[src/rtl/can_fc_pkg.sv]
package can_fc_pkg;
  typedef enum logic [1:0] {
    FC_ACTIVE  = 2'd0,
    FC_PASSIVE = 2'd1,
    FC_BUSOFF  = 2'd2
  } fc_state_e;
endpackage

[src/rtl/can_fc_tx_counter.sv]
module can_fc_tx_counter #(
  parameter int W        = 9,
  parameter int STEP     = 8,
  parameter int SEV_STEP = 8
) (
  input  logic         clk,
  input  logic         rst,
  input  logic         err_n,
  input  logic         err_s,
  input  logic         ok,
  input  logic         freeze,
  input  logic         clear,
  output logic [W-1:0] tec_q,
  output logic [W-1:0] tec_d
);
  localparam int WX = W + 1;
  localparam logic [W:0] STEP_V = WX'(STEP);
  localparam logic [W:0] SEV_V  = WX'(SEV_STEP);

  logic [W:0] sum;

  always_comb begin
    sum   = {1'b0, tec_q} + (err_s ? SEV_V : STEP_V);
    tec_d = tec_q;
    if (clear) begin
      tec_d = '0;
    end else if (!freeze) begin
      if (err_n || err_s) begin
        tec_d = sum[W] ? '1 : sum[W-1:0];
      end else if (ok && (tec_q != '0)) begin
        tec_d = tec_q - W'(1);
      end
    end
  end

  always_ff @(posedge clk) begin
    if (rst) tec_q <= '0;
    else     tec_q <= tec_d;
  end

  // an error adds the step, even with a success in the same cycle
  p_tec_step_r2: assert property (@(posedge clk) disable iff (rst)
    (err_n && !err_s && !freeze && !clear) |=> (tec_q == $past(tec_q) + W'(STEP)));
  p_tec_inc_wins_r5: assert property (@(posedge clk) disable iff (rst)
    ((err_n || err_s) && ok && !freeze && !clear) |=> (tec_q > $past(tec_q)));
  p_tec_floor_r2: assert property (@(posedge clk) disable iff (rst)
    (ok && !err_n && !err_s && !clear && (tec_q == '0)) |=> (tec_q == '0));
  p_tec_frozen_r7: assert property (@(posedge clk) disable iff (rst)
    (freeze && !clear) |=> $stable(tec_q));
endmodule

[src/rtl/can_fc_rx_counter.sv]
module can_fc_rx_counter #(
  parameter int W         = 8,
  parameter int STEP      = 1,
  parameter int SEV_STEP  = 8,
  parameter int RELOAD    = 120,
  parameter int RELOAD_GT = 128
) (
  input  logic         clk,
  input  logic         rst,
  input  logic         err_n,
  input  logic         err_s,
  input  logic         ok,
  input  logic         freeze,
  input  logic         clear,
  output logic [W-1:0] rec_q,
  output logic [W-1:0] rec_d
);
  localparam int WX = W + 1;
  localparam logic [W:0]   STEP_V   = WX'(STEP);
  localparam logic [W:0]   SEV_V    = WX'(SEV_STEP);
  localparam logic [W-1:0] RELOAD_V = W'(RELOAD);
  localparam logic [W-1:0] GT_V     = W'(RELOAD_GT);

  logic [W:0] sum;

  always_comb begin
    sum   = {1'b0, rec_q} + (err_s ? SEV_V : STEP_V);
    rec_d = rec_q;
    if (clear) begin
      rec_d = '0;
    end else if (!freeze) begin
      if (err_n || err_s) begin
        rec_d = sum[W] ? '1 : sum[W-1:0];
      end else if (ok) begin
        if (rec_q > GT_V)       rec_d = RELOAD_V;
        else if (rec_q != '0)   rec_d = rec_q - W'(1);
      end
    end
  end

  always_ff @(posedge clk) begin
    if (rst) rec_q <= '0;
    else     rec_q <= rec_d;
  end

  p_rec_saturate_r3: assert property (@(posedge clk) disable iff (rst)
    ((rec_q == '1) && (err_n || err_s) && !freeze && !clear) |=> (rec_q == '1));
  p_rec_reload_r4: assert property (@(posedge clk) disable iff (rst)
    (ok && !err_n && !err_s && !freeze && !clear && (rec_q > GT_V)) |=> (rec_q == RELOAD_V));
  p_rec_inc_wins_r5: assert property (@(posedge clk) disable iff (rst)
    ((err_n || err_s) && ok && !freeze && !clear && (rec_q != '1)) |=> (rec_q > $past(rec_q)));
  p_rec_frozen_r7: assert property (@(posedge clk) disable iff (rst)
    (freeze && !clear) |=> $stable(rec_q));
endmodule

[src/rtl/can_fc_state.sv]
module can_fc_state
  import can_fc_pkg::*;
#(
  parameter int TEC_W      = 9,
  parameter int REC_W      = 8,
  parameter int PASSIVE_AT = 128,
  parameter int BUSOFF_AT  = 256
) (
  input  logic             clk,
  input  logic             rst,
  input  logic [TEC_W-1:0] tec_d,
  input  logic [REC_W-1:0] rec_d,
  input  logic             recover,
  output logic             active_q,
  output logic             passive_q,
  output logic             busoff_q
);
  localparam logic [TEC_W-1:0] TEC_PASS_V = TEC_W'(PASSIVE_AT);
  localparam logic [TEC_W-1:0] TEC_OFF_V  = TEC_W'(BUSOFF_AT);
  localparam logic [REC_W-1:0] REC_PASS_V = REC_W'(PASSIVE_AT);

  fc_state_e state_q, state_d;

  always_comb begin
    if (state_q == FC_BUSOFF)          state_d = recover ? FC_ACTIVE : FC_BUSOFF;
    else if (tec_d >= TEC_OFF_V)       state_d = FC_BUSOFF;
    else if ((tec_d >= TEC_PASS_V) || (rec_d >= REC_PASS_V))
                                       state_d = FC_PASSIVE;
    else                               state_d = FC_ACTIVE;
  end

  always_ff @(posedge clk) begin
    if (rst) begin
      state_q   <= FC_ACTIVE;
      active_q  <= 1'b1;
      passive_q <= 1'b0;
      busoff_q  <= 1'b0;
    end else begin
      state_q   <= state_d;
      active_q  <= (state_d == FC_ACTIVE);
      passive_q <= (state_d == FC_PASSIVE);
      busoff_q  <= (state_d == FC_BUSOFF);
    end
  end

  p_one_flag_r6: assert property (@(posedge clk) disable iff (rst)
    $onehot({active_q, passive_q, busoff_q}));
  p_busoff_sticky_r7: assert property (@(posedge clk) disable iff (rst)
    (busoff_q && !recover) |=> busoff_q);
endmodule

[src/rtl/can_fc_diag.sv]
module can_fc_diag #(
  parameter int BYTE_W = 8
) (
  input  logic              clk,
  input  logic              rst,
  input  logic              rx_pin,
  input  logic              sample_bit,
  input  logic              sample_strobe,
  input  logic              we,
  input  logic [1:0]        wr_mode,
  output logic [BYTE_W-1:0] rdata,
  output logic              silent_q,
  output logic              loop_q
);
  localparam int PAD_W = BYTE_W - 4;

  logic pin_q, samp_q;

  always_ff @(posedge clk) begin
    if (rst) begin
      pin_q    <= 1'b0;
      samp_q   <= 1'b0;
      silent_q <= 1'b0;
      loop_q   <= 1'b0;
    end else begin
      pin_q <= rx_pin;
      if (sample_strobe) samp_q <= sample_bit;
      if (we) begin
        silent_q <= wr_mode[1];
        loop_q   <= wr_mode[0];
      end
    end
  end

  assign rdata = {{PAD_W{1'b0}}, pin_q, samp_q, silent_q, loop_q};

  p_mode_hold_r9: assert property (@(posedge clk) disable iff (rst)
    !we |=> $stable({silent_q, loop_q}));
  p_sample_hold_r10: assert property (@(posedge clk) disable iff (rst)
    !sample_strobe |=> $stable(samp_q));
  p_pin_follow_r10: assert property (@(posedge clk) disable iff (rst)
    1'b1 |=> (pin_q == $past(rx_pin)));
endmodule

[src/rtl/can_fault_counters.sv]
module can_fault_counters #(
  parameter int TEC_W          = 9,
  parameter int REC_W          = 8,
  parameter int BYTE_W         = 8,
  parameter int TX_STEP        = 8,
  parameter int TX_SEVERE_STEP = 8,
  parameter int RX_STEP        = 1,
  parameter int RX_SEVERE_STEP = 8,
  parameter int PASSIVE_AT     = 128,
  parameter int BUSOFF_AT      = 256,
  parameter int REC_RELOAD     = 120
) (
  input  logic              clk,
  input  logic              rst,
  input  logic              tx_err_normal,
  input  logic              tx_err_severe,
  input  logic              tx_ok,
  input  logic              rx_err_normal,
  input  logic              rx_err_severe,
  input  logic              rx_ok,
  input  logic              busoff_recover,
  input  logic              rx_pin,
  input  logic              sample_bit,
  input  logic              sample_strobe,
  input  logic              diag_we,
  input  logic [1:0]        diag_wr_mode,
  output logic [BYTE_W-1:0] tec_byte,
  output logic [REC_W-1:0]  rec_byte,
  output logic              err_active,
  output logic              err_passive,
  output logic              bus_off,
  output logic [BYTE_W-1:0] diag_rdata,
  output logic              silent_mode,
  output logic              loopback_mode
);
  localparam int REC_RELOAD_GT = PASSIVE_AT;
  localparam logic [TEC_W-1:0] TEC_PASS_V = TEC_W'(PASSIVE_AT);
  localparam logic [REC_W-1:0] REC_PASS_V = REC_W'(PASSIVE_AT);

  logic [TEC_W-1:0] tec_q, tec_d;
  logic [REC_W-1:0] rec_q, rec_d;
  logic             clear;

  assign clear = bus_off & busoff_recover;

  can_fc_tx_counter #(.W(TEC_W), .STEP(TX_STEP), .SEV_STEP(TX_SEVERE_STEP)) u_tx (
    .clk(clk), .rst(rst), .err_n(tx_err_normal), .err_s(tx_err_severe), .ok(tx_ok),
    .freeze(bus_off), .clear(clear), .tec_q(tec_q), .tec_d(tec_d)
  );

  can_fc_rx_counter #(.W(REC_W), .STEP(RX_STEP), .SEV_STEP(RX_SEVERE_STEP),
                      .RELOAD(REC_RELOAD), .RELOAD_GT(REC_RELOAD_GT)) u_rx (
    .clk(clk), .rst(rst), .err_n(rx_err_normal), .err_s(rx_err_severe), .ok(rx_ok),
    .freeze(bus_off), .clear(clear), .rec_q(rec_q), .rec_d(rec_d)
  );

  can_fc_state #(.TEC_W(TEC_W), .REC_W(REC_W), .PASSIVE_AT(PASSIVE_AT),
                 .BUSOFF_AT(BUSOFF_AT)) u_state (
    .clk(clk), .rst(rst), .tec_d(tec_d), .rec_d(rec_d), .recover(busoff_recover),
    .active_q(err_active), .passive_q(err_passive), .busoff_q(bus_off)
  );

  can_fc_diag #(.BYTE_W(BYTE_W)) u_diag (
    .clk(clk), .rst(rst), .rx_pin(rx_pin), .sample_bit(sample_bit),
    .sample_strobe(sample_strobe), .we(diag_we), .wr_mode(diag_wr_mode),
    .rdata(diag_rdata), .silent_q(silent_mode), .loop_q(loopback_mode)
  );

  assign tec_byte = tec_q[BYTE_W-1:0];
  assign rec_byte = rec_q;

  p_recover_clears_r7: assert property (@(posedge clk) disable iff (rst)
    (bus_off && busoff_recover) |=> ((tec_q == '0) && (rec_q == '0) && err_active));
  p_recover_ignored_r7: assert property (@(posedge clk) disable iff (rst)
    (!bus_off && busoff_recover && !tx_err_normal && !tx_err_severe && !tx_ok
     && !rx_err_normal && !rx_err_severe && !rx_ok) |=> ($stable(tec_q) && $stable(rec_q)));
  p_passive_flag_r6: assert property (@(posedge clk) disable iff (rst)
    (!bus_off && ((tec_q >= TEC_PASS_V) || (rec_q >= REC_PASS_V))) |-> err_passive);
  p_active_flag_r6: assert property (@(posedge clk) disable iff (rst)
    (!bus_off && (tec_q < TEC_PASS_V) && (rec_q < REC_PASS_V)) |-> err_active);
endmodule

[config.mk]
export PLATFORM = sky130hd
export DESIGN_NAME = can_fault_counters
export DESIGN_NICKNAME = d
export VERILOG_FILES = /design/src/rtl/can_fc_pkg.sv /design/src/rtl/can_fc_tx_counter.sv /design/src/rtl/can_fc_rx_counter.sv /design/src/rtl/can_fc_state.sv /design/src/rtl/can_fc_diag.sv /design/src/rtl/can_fault_counters.sv
export SDC_FILE = /design/constraint.sdc
export NUM_CORES = 1
export LEC_CHECK = 0
export CAP_MARGIN = 20
export CORE_UTILIZATION = 46
export DETAILED_ROUTE_END_ITERATION = 6
export GPL_ROUTABILITY_DRIVEN = 0
export PLACE_DENSITY = 0.77
export REMOVE_ABC_BUFFERS = 1
export SLEW_MARGIN = 20
export SYNTH_ARGS = -nofsm -noshare
export SYNTH_HDL_FRONTEND = slang
export SYNTH_SLANG_ARGS = --single-unit
[constraint.sdc]
create_clock -name clk -period 2.2 [get_ports clk]
set_clock_uncertainty 0.15 [all_clocks]
set_input_delay 0.33 -clock clk [delete_from_list [all_inputs] [get_ports clk]]
set_output_delay 0.33 -clock clk [all_outputs]
set_load 0.01 [all_outputs]
==> results.toml <==
[status]
status = "finished, final reports clean"

[finish]
final_nets = 326
fillers = 344
area_growth_pct = 36.4
final_cell_area_mm2 = 0.00265
antennaDiodeCount = 0
drive_above_1_share = 0.219

[drt]
antenna_left = 0
first_iter_violations = 91
vias = 1989
dr.pass1.iters = 4
routed_wl_um = 5020
routed_via_density = 5.67
drc = 0
wl_per_cell_um = 14.3

[yosys]
syn_area_mm2 = 0.00194
synth_top_area_frac = 0.268
synth.distinct_cells = 51
synth_warnings = 0
yosys_most_used_dff = "dfxtp_1"
yosysSeqAreaShare = 0.268
yosysTopAreaCell = "dfxtp_1"
postSynthAreaPerCell_um2 = 7.75
synth.area.top_cells = "dfxtp_1, a21oi_1, buf_4"
synth-edff-count = 0
synthCells = 251
synthArstFlopShare = 0
ys_ff_latch = 26

[global_routing]
grtUsageTotal = 0.236
first_global_vias = 1768
antenna_found_initial = 0
grt_pass1_wl_um = 8200
gr-total-overflow = 0
grt_max_degree = 16

[floorplanning]
dieHeight_um = 67.0
boundaryPins = 44
die_area_mm2 = 0.00449
core_mm2 = 0.00403
die_w_um = 67.0
start_util = 0.483
num_rows = 23

[clock_network]
numClockSinks = 26
clock_latency_ns = 0.27
cts.htree.levels = 1
clkTransAtPathRegs_ns = 0.09
cts_buffer_depth = 2
numCtsBuffers = 3
cts_tree = "done"
root_buffer = "clkbuf_8"

[worst_setup_path]
worstSetupEndpointType = "flip-flop"
critical_path_required_ns = 2.20
critical-path-max-stage-delay_ns = 0.44
r2r_start = "u_tx.tec_q[0]"
critPathSlowestCell = "a2111o_1"
cp_max_fo = 5
ff2ff_path_depth = 7
worst_setup_path_start_kind = "flip-flop"
criticalPathCategory = "reg -> reg"
r2r_end = "u_tx.tec_q[5]"
cp_cell_sequence = "buf_4, or3_1, a2111o_1, or2_0, a21boi_0, o21ai_1, a21oi_1"
crit_arrival_ns = 2.12
reg2reg_slack_ns = 0.08

[hold_path]
hp-class = "reg -> reg"
min_path_cells = 2
hold_start = "u_diag.samp_q"
hold_path_end = "u_diag.samp_q"

[place]
placed_area_mm2 = 0.00246
dp_hpwl_um = 3660
port_buffers = 39

[pwr]
pwr_density_cell_mw_per_mm2 = 733
p_leak_nw = 1.05
ir_drop_uv = 456

[job]
maxCapViolCount = 0

[timing]
min_period_ns = 2.12
fmax_mhz = 471
hold_violations = 0
setup_viol = 0
whs_ns = 0.365
post-route-period-util = 0.965
slew_viol_final = 0
## cells in the mapped netlist, drive strengths merged, types with 4 or more instances
| cell | n |
|---|---|
| nand2 | 11 |
| clkbuf | 5 |
| nand3 | 7 |
| dfxtp | 26 |
| o21ai | 14 |
| mux2i | 4 |
| or2 | 4 |
| nor3b | 4 |
| nor2 | 21 |
| buf | 24 |
| nor3 | 7 |
| o221ai | 5 |
| o2111ai | 4 |
| o211ai | 4 |
| nor2b | 4 |
| ha | 9 |
| and3 | 4 |
| a21oi | 25 |
| a31oi | 7 |
| inv | 16 |
## cell usage in the layout, fill, tap and decap left out, types with 5 or more instances in the layout
cell type / instances
buf_4: 33
inv_1: 14
o221ai_1: 5
o21ai_0: 9
nor2_1: 21
nor3_1: 6
dfxtp_2: 5
ha_1: 6
dfxtp_1: 21
a31oi_1: 7
clkdlybuf4s50_1: 38
nand3_1: 7
nand2_1: 11
a21oi_1: 25
## metrics by stage
step	setup slack, ns	power, mW	std cells	util	TNS (ns)
after global routing	-0.0143	2.08	351	0.658	-0.0143
after floorplan	0.0484	1.10	225	-	0
after global placement	-0.489	1.45	345	0.611	-3.97
final	0.0769	1.94	351	0.658	0
after CTS	0.0314	1.88	349	0.639	0
after detailed placement	-0.507	1.46	345	0.611	-4.12
## state kept, by name, summed over array words and instances, names as in the netlist
name / count
u_state.passive_q: 1
u_state.active_q: 1
u_diag.loop_q: 1
u_state.state_q: 2
u_diag.samp_q: 1
u_state.busoff_q: 1
u_diag.pin_q: 1
u_tx.tec_q: 9
u_rx.rec_q: 8
u_diag.silent_q: 1
## how the worst max path moves through the flow
stage	cells after the start	slack, ns	startpoint	end
after floorplan	7	0.05	u_rx.rec_q[3]	u_state.passive_q
final	7	0.08	u_tx.tec_q[0]	u_tx.tec_q[5]
after CTS	8	0.03	u_tx.tec_q[1]	u_state.state_q[1]
after detailed placement	10	-0.51	rx_err_severe	u_state.passive_q
after global placement	10	-0.49	rx_err_severe	u_state.passive_q
after global routing	7	-0.01	u_rx.rec_q[3]	u_rx.rec_q[2]
## report_power, final
part	internal [mW]	switching, mW
clock network	0.243	0.153
registers	0.541	0.101
logic	0.469	0.437
## per-layer routing
metal  global-route usage  vias to the layer above  part of all wire  routed length (µm)
met2                0.404                       51              0.49                2470
li1                     -                     1018                 -                   -
met4               0.0559                        0            0.0048                  24
met3               0.0205                        2             0.039                 197
met5                    0                        -                 0                   0
met1                0.314                      918              0.46                2330
## cell families (layout without fill, tap and decap cells)
group | count (synthesis) | count (layout) | share of synthesized area
other | 1 | 4 | 0.00193
flip-flops | 26 | 26 | 0.268
AND/OR/NAND/NOR | 80 | 80 | 0.229
adder cells (fa/ha/maj) | 9 | 9 | 0.0579
AO/OA/AOI/OAI | 83 | 83 | 0.287
XOR/XNOR | 3 | 3 | 0.0135
buffers and inverters | 45 | 92 | 0.122
multiplexers | 4 | 4 | 0.0206
## final cells by class
class | count | area [µm²] | area share
repair buffers | 72 | 637 | 0.240
flip-flops and latches | 26 | 527 | 0.199
inverters | 16 | 60.1 | 0.0227
clock inverters | 1 | 30.0 | 0.0113
clock buffers | 3 | 41.3 | 0.0156
well taps | 50 | 62.6 | 0.0236
multi-input cells | 183 | 1290 | 0.488
## worst max-delay path: cells and delay by family, from the launching register on
kind / cells / cell delay, ns
and+or+nand+nor: 2 / 0.57
AOI/OAI and AO/OA: 4 / 0.80
DFF: 1 / 0.33
buffers and inverters: 1 / 0.15
## timing repair
action                     in CTS  in global routing
setup endpoints to repair       9                 12
hold buffers                    0                  0
buffers inserted                0                  2
resized for setup               8                 19
pin swaps                       4                 10
No activity file was read; power rests on OpenSTA's default activity.
